$ cat src/rtl/sb_pkg.sv
package sb_pkg;

  localparam int NUM_UNITS = 5;
  localparam int UID_W     = 3;

  typedef enum logic [1:0] {
    CL_INT = 2'd0,
    CL_MUL = 2'd1,
    CL_ADD = 2'd2,
    CL_DIV = 2'd3
  } op_class_t;

  typedef enum logic [1:0] {
    ST_IDLE,
    ST_WAIT,
    ST_EXEC,
    ST_DONE
  } unit_stage_t;

  typedef struct packed {
    logic                 issue;
    logic [NUM_UNITS-1:0] issueSel;
    logic [NUM_UNITS-1:0] readSel;
    logic [NUM_UNITS-1:0] wbSel;
  } sb_strobe_t;

  function automatic op_class_t unitClass(input int idx);
    case (idx)
      0:       return CL_INT;
      1, 2:    return CL_MUL;
      3:       return CL_ADD;
      default: return CL_DIV;
    endcase
  endfunction

endpackage

$ cat src/rtl/sb_control.sv
module sb_control
  import sb_pkg::*;
#(
  parameter int REG_W = 5
) (
  input  logic                            inValid,
  input  logic [1:0]                      inClass,
  input  logic [UID_W-1:0]                destProducer,
  input  logic [NUM_UNITS-1:0]            isIdle,
  input  logic [NUM_UNITS-1:0]            isWait,
  input  logic [NUM_UNITS-1:0]            isDone,
  input  logic [NUM_UNITS-1:0]            rdy1,
  input  logic [NUM_UNITS-1:0]            rdy2,
  input  logic [NUM_UNITS-1:0][REG_W-1:0] src1,
  input  logic [NUM_UNITS-1:0][REG_W-1:0] src2,
  input  logic [NUM_UNITS-1:0][REG_W-1:0] dest,
  output sb_strobe_t                      strobe
);

  logic [NUM_UNITS-1:0] freeUnit;
  logic [NUM_UNITS-1:0] pickUnit;
  logic [NUM_UNITS-1:0] warBlock;
  logic [NUM_UNITS-1:0] wbCand;
  logic [NUM_UNITS-1:0] wbPick;
  logic                 foundFree;
  logic                 foundWb;

  // structural check and lowest-index unit of the requested class
  always_comb begin
    freeUnit  = '0;
    pickUnit  = '0;
    foundFree = 1'b0;
    for (int i = 0; i < NUM_UNITS; i++) begin
      freeUnit[i] = isIdle[i] && (unitClass(i) == op_class_t'(inClass));
      if (freeUnit[i] && !foundFree) begin
        pickUnit[i] = 1'b1;
        foundFree   = 1'b1;
      end
    end
  end

  // a finished unit waits while another waiting unit still needs the old value
  always_comb begin
    warBlock = '0;
    for (int i = 0; i < NUM_UNITS; i++) begin
      for (int j = 0; j < NUM_UNITS; j++) begin
        if (j != i && isWait[j] &&
            ((src1[j] == dest[i] && rdy1[j]) || (src2[j] == dest[i] && rdy2[j])))
          warBlock[i] = 1'b1;
      end
    end
    wbCand  = isDone & ~warBlock;
    wbPick  = '0;
    foundWb = 1'b0;
    for (int i = 0; i < NUM_UNITS; i++) begin
      if (wbCand[i] && !foundWb) begin
        wbPick[i] = 1'b1;
        foundWb   = 1'b1;
      end
    end
  end

  always_comb begin
    strobe.issue    = inValid && foundFree && (destProducer == '0);
    strobe.issueSel = strobe.issue ? pickUnit : '0;
    strobe.readSel  = isWait & rdy1 & rdy2;
    strobe.wbSel    = wbPick;
  end

endmodule

$ cat src/rtl/sb_tables.sv
module sb_tables
  import sb_pkg::*;
#(
  parameter int REG_W   = 5,
  parameter int LAT_INT = 1,
  parameter int LAT_MUL = 10,
  parameter int LAT_ADD = 2,
  parameter int LAT_DIV = 40
) (
  input  logic                            clk,
  input  logic                            rst,
  input  sb_strobe_t                      strobe,
  input  logic [1:0]                      inClass,
  input  logic [REG_W-1:0]                inDest,
  input  logic [REG_W-1:0]                inSrc1,
  input  logic [REG_W-1:0]                inSrc2,
  input  logic [REG_W-1:0]                qReg,
  input  logic [UID_W-1:0]                qUnit,
  output logic [UID_W-1:0]                destProducer,
  output logic [NUM_UNITS-1:0]            isIdle,
  output logic [NUM_UNITS-1:0]            isWait,
  output logic [NUM_UNITS-1:0]            isDone,
  output logic [NUM_UNITS-1:0]            rdy1,
  output logic [NUM_UNITS-1:0]            rdy2,
  output logic [NUM_UNITS-1:0][REG_W-1:0] src1,
  output logic [NUM_UNITS-1:0][REG_W-1:0] src2,
  output logic [NUM_UNITS-1:0][REG_W-1:0] dest,
  output logic [NUM_UNITS-1:0]            execStart,
  output logic [REG_W-1:0]                writeDest,
  output logic [UID_W-1:0]                qProducer,
  output logic [1:0]                      qUnitOp,
  output logic [REG_W-1:0]                qUnitDest
);

  localparam int NUM_REGS = 1 << REG_W;
  localparam int LAT_TAB [NUM_UNITS] = '{LAT_INT, LAT_MUL, LAT_MUL, LAT_ADD, LAT_DIV};
  localparam int LAT_MAX = (LAT_DIV > LAT_MUL) ?
                           ((LAT_DIV > LAT_ADD) ? ((LAT_DIV > LAT_INT) ? LAT_DIV : LAT_INT)
                                                : ((LAT_ADD > LAT_INT) ? LAT_ADD : LAT_INT))
                         : ((LAT_MUL > LAT_ADD) ? ((LAT_MUL > LAT_INT) ? LAT_MUL : LAT_INT)
                                                : ((LAT_ADD > LAT_INT) ? LAT_ADD : LAT_INT));
  localparam int TMR_W = $clog2(LAT_MAX + 1);

  unit_stage_t                     stage [NUM_UNITS];
  logic [NUM_UNITS-1:0][1:0]       opTab;
  logic [NUM_UNITS-1:0][UID_W-1:0] prod1;
  logic [NUM_UNITS-1:0][UID_W-1:0] prod2;
  logic [NUM_UNITS-1:0][TMR_W-1:0] tmr;
  logic [UID_W-1:0]                regStat [NUM_REGS];

  logic [UID_W-1:0] wbId;
  logic [UID_W-1:0] issueId;
  logic [UID_W-1:0] newProd1;
  logic [UID_W-1:0] newProd2;

  always_comb begin
    wbId      = '0;
    issueId   = '0;
    writeDest = '0;
    for (int i = 0; i < NUM_UNITS; i++) begin
      if (strobe.wbSel[i]) begin
        wbId      = UID_W'(i + 1);
        writeDest = dest[i];
      end
      if (strobe.issueSel[i]) issueId = UID_W'(i + 1);
    end
  end

  // producer lookup for the issuing instruction, with same-cycle write-back bypass
  always_comb begin
    newProd1 = regStat[inSrc1];
    newProd2 = regStat[inSrc2];
    if (wbId != '0 && newProd1 == wbId) newProd1 = '0;
    if (wbId != '0 && newProd2 == wbId) newProd2 = '0;
  end

  always_comb begin
    for (int i = 0; i < NUM_UNITS; i++) begin
      isIdle[i]    = (stage[i] == ST_IDLE);
      isWait[i]    = (stage[i] == ST_WAIT);
      isDone[i]    = (stage[i] == ST_DONE);
      execStart[i] = (stage[i] == ST_EXEC) && (tmr[i] == TMR_W'(LAT_TAB[i]));
    end
  end

  assign destProducer = regStat[inDest];
  assign qProducer    = regStat[qReg];

  always_comb begin
    qUnitOp   = '0;
    qUnitDest = '0;
    for (int i = 0; i < NUM_UNITS; i++) begin
      if (qUnit == UID_W'(i + 1)) begin
        qUnitOp   = opTab[i];
        qUnitDest = dest[i];
      end
    end
  end

  always_ff @(posedge clk) begin
    if (rst) begin
      for (int i = 0; i < NUM_UNITS; i++) stage[i] <= ST_IDLE;
      rdy1  <= '0;
      rdy2  <= '0;
      prod1 <= '0;
      prod2 <= '0;
      tmr   <= '0;
      for (int r = 0; r < NUM_REGS; r++) regStat[r] <= '0;
    end else begin
      for (int i = 0; i < NUM_UNITS; i++) begin
        case (stage[i])
          ST_IDLE: begin
            if (strobe.issueSel[i]) begin
              stage[i] <= ST_WAIT;
              opTab[i] <= inClass;
              dest[i]  <= inDest;
              src1[i]  <= inSrc1;
              src2[i]  <= inSrc2;
              prod1[i] <= newProd1;
              prod2[i] <= newProd2;
              rdy1[i]  <= (newProd1 == '0);
              rdy2[i]  <= (newProd2 == '0);
            end
          end
          ST_WAIT: begin
            if (strobe.readSel[i]) begin
              stage[i] <= ST_EXEC;
              tmr[i]   <= TMR_W'(LAT_TAB[i]);
              rdy1[i]  <= 1'b0;
              rdy2[i]  <= 1'b0;
            end else begin
              if (wbId != '0 && prod1[i] == wbId) begin
                prod1[i] <= '0;
                rdy1[i]  <= 1'b1;
              end
              if (wbId != '0 && prod2[i] == wbId) begin
                prod2[i] <= '0;
                rdy2[i]  <= 1'b1;
              end
            end
          end
          ST_EXEC: begin
            tmr[i] <= tmr[i] - 1'b1;
            if (tmr[i] == TMR_W'(1)) stage[i] <= ST_DONE;
          end
          default: begin
            if (strobe.wbSel[i]) stage[i] <= ST_IDLE;
          end
        endcase
      end
      if (wbId != '0 && regStat[writeDest] == wbId) regStat[writeDest] <= '0;
      if (strobe.issue) regStat[inDest] <= issueId;
    end
  end

  for (genvar g = 0; g < NUM_UNITS; g++) begin : g_chk
    AST_READY_NO_PRODUCER: assert property (@(posedge clk) disable iff (rst)
      (rdy1[g] |-> prod1[g] == '0) and (rdy2[g] |-> prod2[g] == '0));
    AST_EXEC_AFTER_READ: assert property (@(posedge clk) disable iff (rst)
      execStart[g] |-> $past(strobe.readSel[g]));
    AST_ISSUE_TO_IDLE: assert property (@(posedge clk) disable iff (rst)
      strobe.issueSel[g] |-> stage[g] == ST_IDLE);
    AST_FREE_AFTER_WB: assert property (@(posedge clk) disable iff (rst)
      strobe.wbSel[g] |=> stage[g] == ST_IDLE);
  end

endmodule

$ cat src/rtl/scoreboard_ctrl.sv
module scoreboard_ctrl
  import sb_pkg::*;
#(
  parameter int REG_W   = 5,
  parameter int LAT_INT = 1,
  parameter int LAT_MUL = 10,
  parameter int LAT_ADD = 2,
  parameter int LAT_DIV = 40
) (
  input  logic                 clk,
  input  logic                 rst,
  input  logic                 inValid,
  input  logic [1:0]           inClass,
  input  logic [REG_W-1:0]     inDest,
  input  logic [REG_W-1:0]     inSrc1,
  input  logic [REG_W-1:0]     inSrc2,
  input  logic [REG_W-1:0]     qReg,
  input  logic [UID_W-1:0]     qUnit,
  output logic                 issueAccept,
  output logic [NUM_UNITS-1:0] readGrant,
  output logic [NUM_UNITS-1:0] execStart,
  output logic [NUM_UNITS-1:0] writeGrant,
  output logic [REG_W-1:0]     writeDest,
  output logic [NUM_UNITS-1:0] unitBusy,
  output logic [NUM_UNITS-1:0] unitRdy1,
  output logic [NUM_UNITS-1:0] unitRdy2,
  output logic [UID_W-1:0]     qProducer,
  output logic [1:0]           qUnitOp,
  output logic [REG_W-1:0]     qUnitDest
);

  sb_strobe_t                      strobe;
  logic [UID_W-1:0]                destProducer;
  logic [NUM_UNITS-1:0]            isIdle;
  logic [NUM_UNITS-1:0]            isWait;
  logic [NUM_UNITS-1:0]            isDone;
  logic [NUM_UNITS-1:0][REG_W-1:0] src1;
  logic [NUM_UNITS-1:0][REG_W-1:0] src2;
  logic [NUM_UNITS-1:0][REG_W-1:0] dest;

  sb_control #(.REG_W(REG_W)) u_ctrl (
    .inValid      (inValid),
    .inClass      (inClass),
    .destProducer (destProducer),
    .isIdle       (isIdle),
    .isWait       (isWait),
    .isDone       (isDone),
    .rdy1         (unitRdy1),
    .rdy2         (unitRdy2),
    .src1         (src1),
    .src2         (src2),
    .dest         (dest),
    .strobe       (strobe)
  );

  sb_tables #(
    .REG_W   (REG_W),
    .LAT_INT (LAT_INT),
    .LAT_MUL (LAT_MUL),
    .LAT_ADD (LAT_ADD),
    .LAT_DIV (LAT_DIV)
  ) u_tab (
    .clk          (clk),
    .rst          (rst),
    .strobe       (strobe),
    .inClass      (inClass),
    .inDest       (inDest),
    .inSrc1       (inSrc1),
    .inSrc2       (inSrc2),
    .qReg         (qReg),
    .qUnit        (qUnit),
    .destProducer (destProducer),
    .isIdle       (isIdle),
    .isWait       (isWait),
    .isDone       (isDone),
    .rdy1         (unitRdy1),
    .rdy2         (unitRdy2),
    .src1         (src1),
    .src2         (src2),
    .dest         (dest),
    .execStart    (execStart),
    .writeDest    (writeDest),
    .qProducer    (qProducer),
    .qUnitOp      (qUnitOp),
    .qUnitDest    (qUnitDest)
  );

  assign issueAccept = strobe.issue;
  assign readGrant   = strobe.readSel;
  assign writeGrant  = strobe.wbSel;
  assign unitBusy    = ~isIdle;

  AST_SINGLE_WRITER: assert property (@(posedge clk) disable iff (rst)
    $countones(writeGrant) <= 1);

endmodule

$ cat config.mk
export PLATFORM = sky130hd
export DESIGN_NAME = scoreboard_ctrl
export DESIGN_NICKNAME = d
export VERILOG_FILES = /design/src/rtl/sb_pkg.sv /design/src/rtl/sb_control.sv /design/src/rtl/sb_tables.sv /design/src/rtl/scoreboard_ctrl.sv
export SDC_FILE = /design/constraint.sdc
export NUM_CORES = 1
export LEC_CHECK = 0
export ABC_AREA = 1
export CAP_MARGIN = 10
export CORE_MARGIN = 4
export CORE_UTILIZATION = 35
export CTS_CLUSTER_DIAMETER = 60
export DETAILED_ROUTE_END_ITERATION = 8
export HOLD_SLACK_MARGIN = 0.08
export MAX_ROUTING_LAYER = met4
export SLEW_MARGIN = 20
export SYNTH_ARGS = -nofsm -noshare
export SYNTH_HDL_FRONTEND = slang
export SYNTH_HIERARCHICAL = 1
export SYNTH_SLANG_ARGS = --single-unit
$ cat constraint.sdc
create_clock -name clk -period 9.79 [get_ports clk]
set_input_delay 1.4685 -clock clk [delete_from_list [all_inputs] [get_ports clk]]
set_output_delay 1.4685 -clock clk [all_outputs]
set_load 0.01 [all_outputs]
==> out/results.tsv <==
metric	value	unit
status	finished, final reports clean	
cp_cell_sequence	inv_1 -> nand2_1 -> nand2_1 -> nor2_1 -> nand3_1 -> nand2_1 -> nand2_1 -> nand2_1 -> nor2_1 -> nand2_1 -> nand2_1 -> nor2_1 -> inv_2 -> nor2_1 -> nor2_1 -> nand2_1 -> nand2_2 -> nand2_2 -> buf_4 -> inv_1 -> clkdlybuf4s50_1	
crit_top_cell	nand2_1	
routabilityCongestion	1.03	
utilization	40.0	%
antenna_found_initial	2	
postCtsSetupBuffers	0	
max_stage_delay	0.84	ns
start_util	35.7	%
cts.clk_slew.worst_paths	0.06	ns
synth_top_family_by_area	simple AND/OR/NAND/NOR gates	
cts_buffers	35	
crit_path_top_delay_cell	edfxtp_1	
die_area	60500	um^2
vias	21600	
slew_headroom	25.0	%
hp-start	u_tab/tmr[5]$_SDFFE_PP0P_	
path_max_fanout	43	
min_path_type	reg -> reg	
timing.setup.tns	0	ns
met2_usage	41.8	%
pwr-share-seq	40.1	%
worstSetupPathType	reg -> out	
rrSetupSlack	2.67	ns
reg2reg_depth	31	
worstHoldPathCells	1	
h-tree-depth	2	
cp.depth	21	
hold_viol	0	
layout.cells.most_common	nand2_1	
yosysUniqueCellTypes	52	
synthMuxAreaShare	0	%
p_sw	1.01	mW
grt_max_degree	59	
area_growth	12.2	%
avgSynthCellArea	6.34	um^2
whs_endpoint	u_tab/tmr[5]$_SDFFE_PP0P_	
grt_usage	27.6	%
rsz0062_at_grt	false	
p_leak	9.37	nW
holdBufCountCts	0	
required	8.32	ns
r2r-end	u_tab/regStat[20][1]$_SDFFCE_PN0P_	
placementRows	86	
cts-root-buf	clkbuf_16	
endpoint_kind	primary output	
synth-xor-area-share	1.06	%
coreArea	55500	um^2
nets	3166	
drt-wirelength-per-cell	21.4	um
drt-initial-drc-count	2586	
skew	0.0204	ns
seq_area_frac_synth	36.0	%
vias_per_cell	5.55	
synth-warning-count	6	
die_w	246	um
grt_pass1_wl	124000	um
final_cell_mix	nand2_1, nor2_1, nand3_1	
layout_min_cycle_time	7.62	ns
syn_inst	3122	
r2r-start	u_tab/dest[7]$_DFFE_PP_	
post-route-drc-count	0	
place.port_buffers	73	
dpl.hpwl	58200	um
busiest_layer	met2	
critPathArrivalTime	6.15	ns
clkSinkCount	261	
firstDrtPassIters	6	
grt_overflow	0	
powerDensity	142	nW/um^2
synthSimpleGateAreaFrac	38.2	%
wl	83600	um
final_antenna_net_count	0	
met3_usage	4.79	%
layout-drive-gt1-share	3.94	%
cap_violations	0	
clk_path_buf_depth	3	
grt.met1_usage	35.6	%
synth_nets	3164	
worstMarginPinSlew	1.12	ns
slew_violations	0	
p_int	2.14	mW
fmax	131	MHz
path_delay_family	simple AND/OR/NAND/NOR gates	
die_y	246	um
grt_pass1_vias	19600	
setup_viol	0	
pwr-share-comb	18.9	%
p_clk_share	41.0	%
fin_crit_sh	77.8	%
start_kind	register	
clkLatencyLatePin	0.56	ns
ys_ff_latch	261	
synth-compound-area-share	13.7	%
io_pins	74	
p_sw_share	32.0	%
synthAdderAreaFrac	0.885	%
cts_tree	done	
vdd.ir_drop.worst	0.124	mV
critPathBufInv	5	
netlist_area	19800	um^2
cts-resized-gates	0	
[power by group through the flow]
stage          combinational, mW  clock (mW)  sequential (mW)
4_1_cts                    0.581        1.32             1.26
3_5_place_dp               0.579           0             1.29
2_1_floorplan              0.369           0             1.26
3_3_place_gp               0.578           0             1.29
6_report                   0.594        1.29             1.26
5_1_grt                    0.648        1.36             1.27
[Yosys cell counts (all sizes together)]
cell type | number | area [um^2]
o2111ai | 9 | 78.8
nand2 | 943 | 3540
buf | 63 | 364
o21ai | 225 | 1130
o22ai | 52 | 325
edfxtp | 191 | 5740
a211oi | 9 | 67.6
o211ai | 16 | 120
clkinv | 4 | 15.0
nand3b | 8 | 60.1
or2 | 6 | 37.5
a221oi | 4 | 35.0
a21oi | 100 | 504
o21bai | 12 | 90.1
o221ai | 7 | 61.3
ha | 14 | 175
dfxtp | 70 | 1400
xor2 | 23 | 201
a22oi | 14 | 105
nand4 | 9 | 56.3
o32ai | 2 | 17.5
a2111o | 1 | 11.3
a32o | 2 | 20.0
clkbuf | 75 | 284
a31oi | 5 | 31.3
inv | 356 | 1340
a32oi | 3 | 26.3
and3 | 3 | 18.8
and2 | 2 | 12.5
o311ai | 1 | 8.76
xnor2 | 1 | 8.76
nor4 | 7 | 43.8
nor2 | 485 | 1840
o21a | 3 | 22.5
a22o | 1 | 8.76
o31ai | 6 | 45.0
nor3 | 47 | 240
nand3 | 343 | 1720
[per-layer routing]
layer / share of wire [%] / vias up
li1: - / 10200
met1: 41 / 9845
met2: 44 / 1283
met3: 10 / 269
met4: 5.5 / 0
met5: 0 / -
[through the flow]
step | std cells | power [mW] | instance area, um^2 | hold slack, ns | worst slack, ns
after global placement | 3835 | 1.86 | 21100 | 0.459 | 2.71
after CTS | 3897 | 3.16 | 22200 | 0.474 | 2.37
final | 3900 | 3.15 | 22200 | 0.475 | 2.17
after global routing | 3899 | 3.28 | 22200 | 0.493 | 1.94
after floorplan | 3122 | 1.63 | 19800 | 0.437 | 4.84
after detailed placement | 3835 | 1.86 | 21100 | 0.460 | 2.49
[cell families (layout without fill, tap and decap cells)]
kind of cell | count (synthesis) | in the layout
buffers and inverters | 498 | 525
adders and majority gates | 14 | 14
xor gates and xnor gates | 24 | 24
DFF | 261 | 261
AOI/OAI and AO/OA | 472 | 472
other | 0 | 3
and+or+nand+nor | 1853 | 1853
[registers in the layout (all words and copies together), names as in the netlist]
register	cells
u_tab/opTab	10
u_tab/prod2	15
u_tab/rdy1	5
u_tab/src1	25
u_tab/dest	25
u_tab/src2	25
u_tab/tmr	30
u_tab/regStat	96
u_tab/prod1	15
u_tab/rdy2	5
u_tab/stage	10
[worst max-delay path by stage]
stage                            startpoint                               to  slack, ns
finish              u_tab/dest[7]$_DFFE_PP_                     writeDest[0]       2.17
detailed placement                inDest[1]  u_tab/stage[0][0]$_SDFFCE_PP0P_       2.49
global placement                  inDest[1]  u_tab/stage[3][0]$_SDFFCE_PP0P_       2.71
floorplan                         inDest[0]  u_tab/stage[0][0]$_SDFFCE_PP0P_       4.84
CTS                 u_tab/dest[7]$_DFFE_PP_                     writeDest[0]       2.37
global route        u_tab/dest[7]$_DFFE_PP_                     writeDest[0]       1.94
[layout make-up]
cell class	instances	area (um^2)
clock buffer	37	883
fill	6019	33300
tap	748	936
multi-input combinational	2363	10700
inverter	360	1350
sequential	261	7140
antenna	3	7.51
timing repair buffer	103	941
clock inverter	25	270
Note: power is estimated with default switching activity, not from simulation.
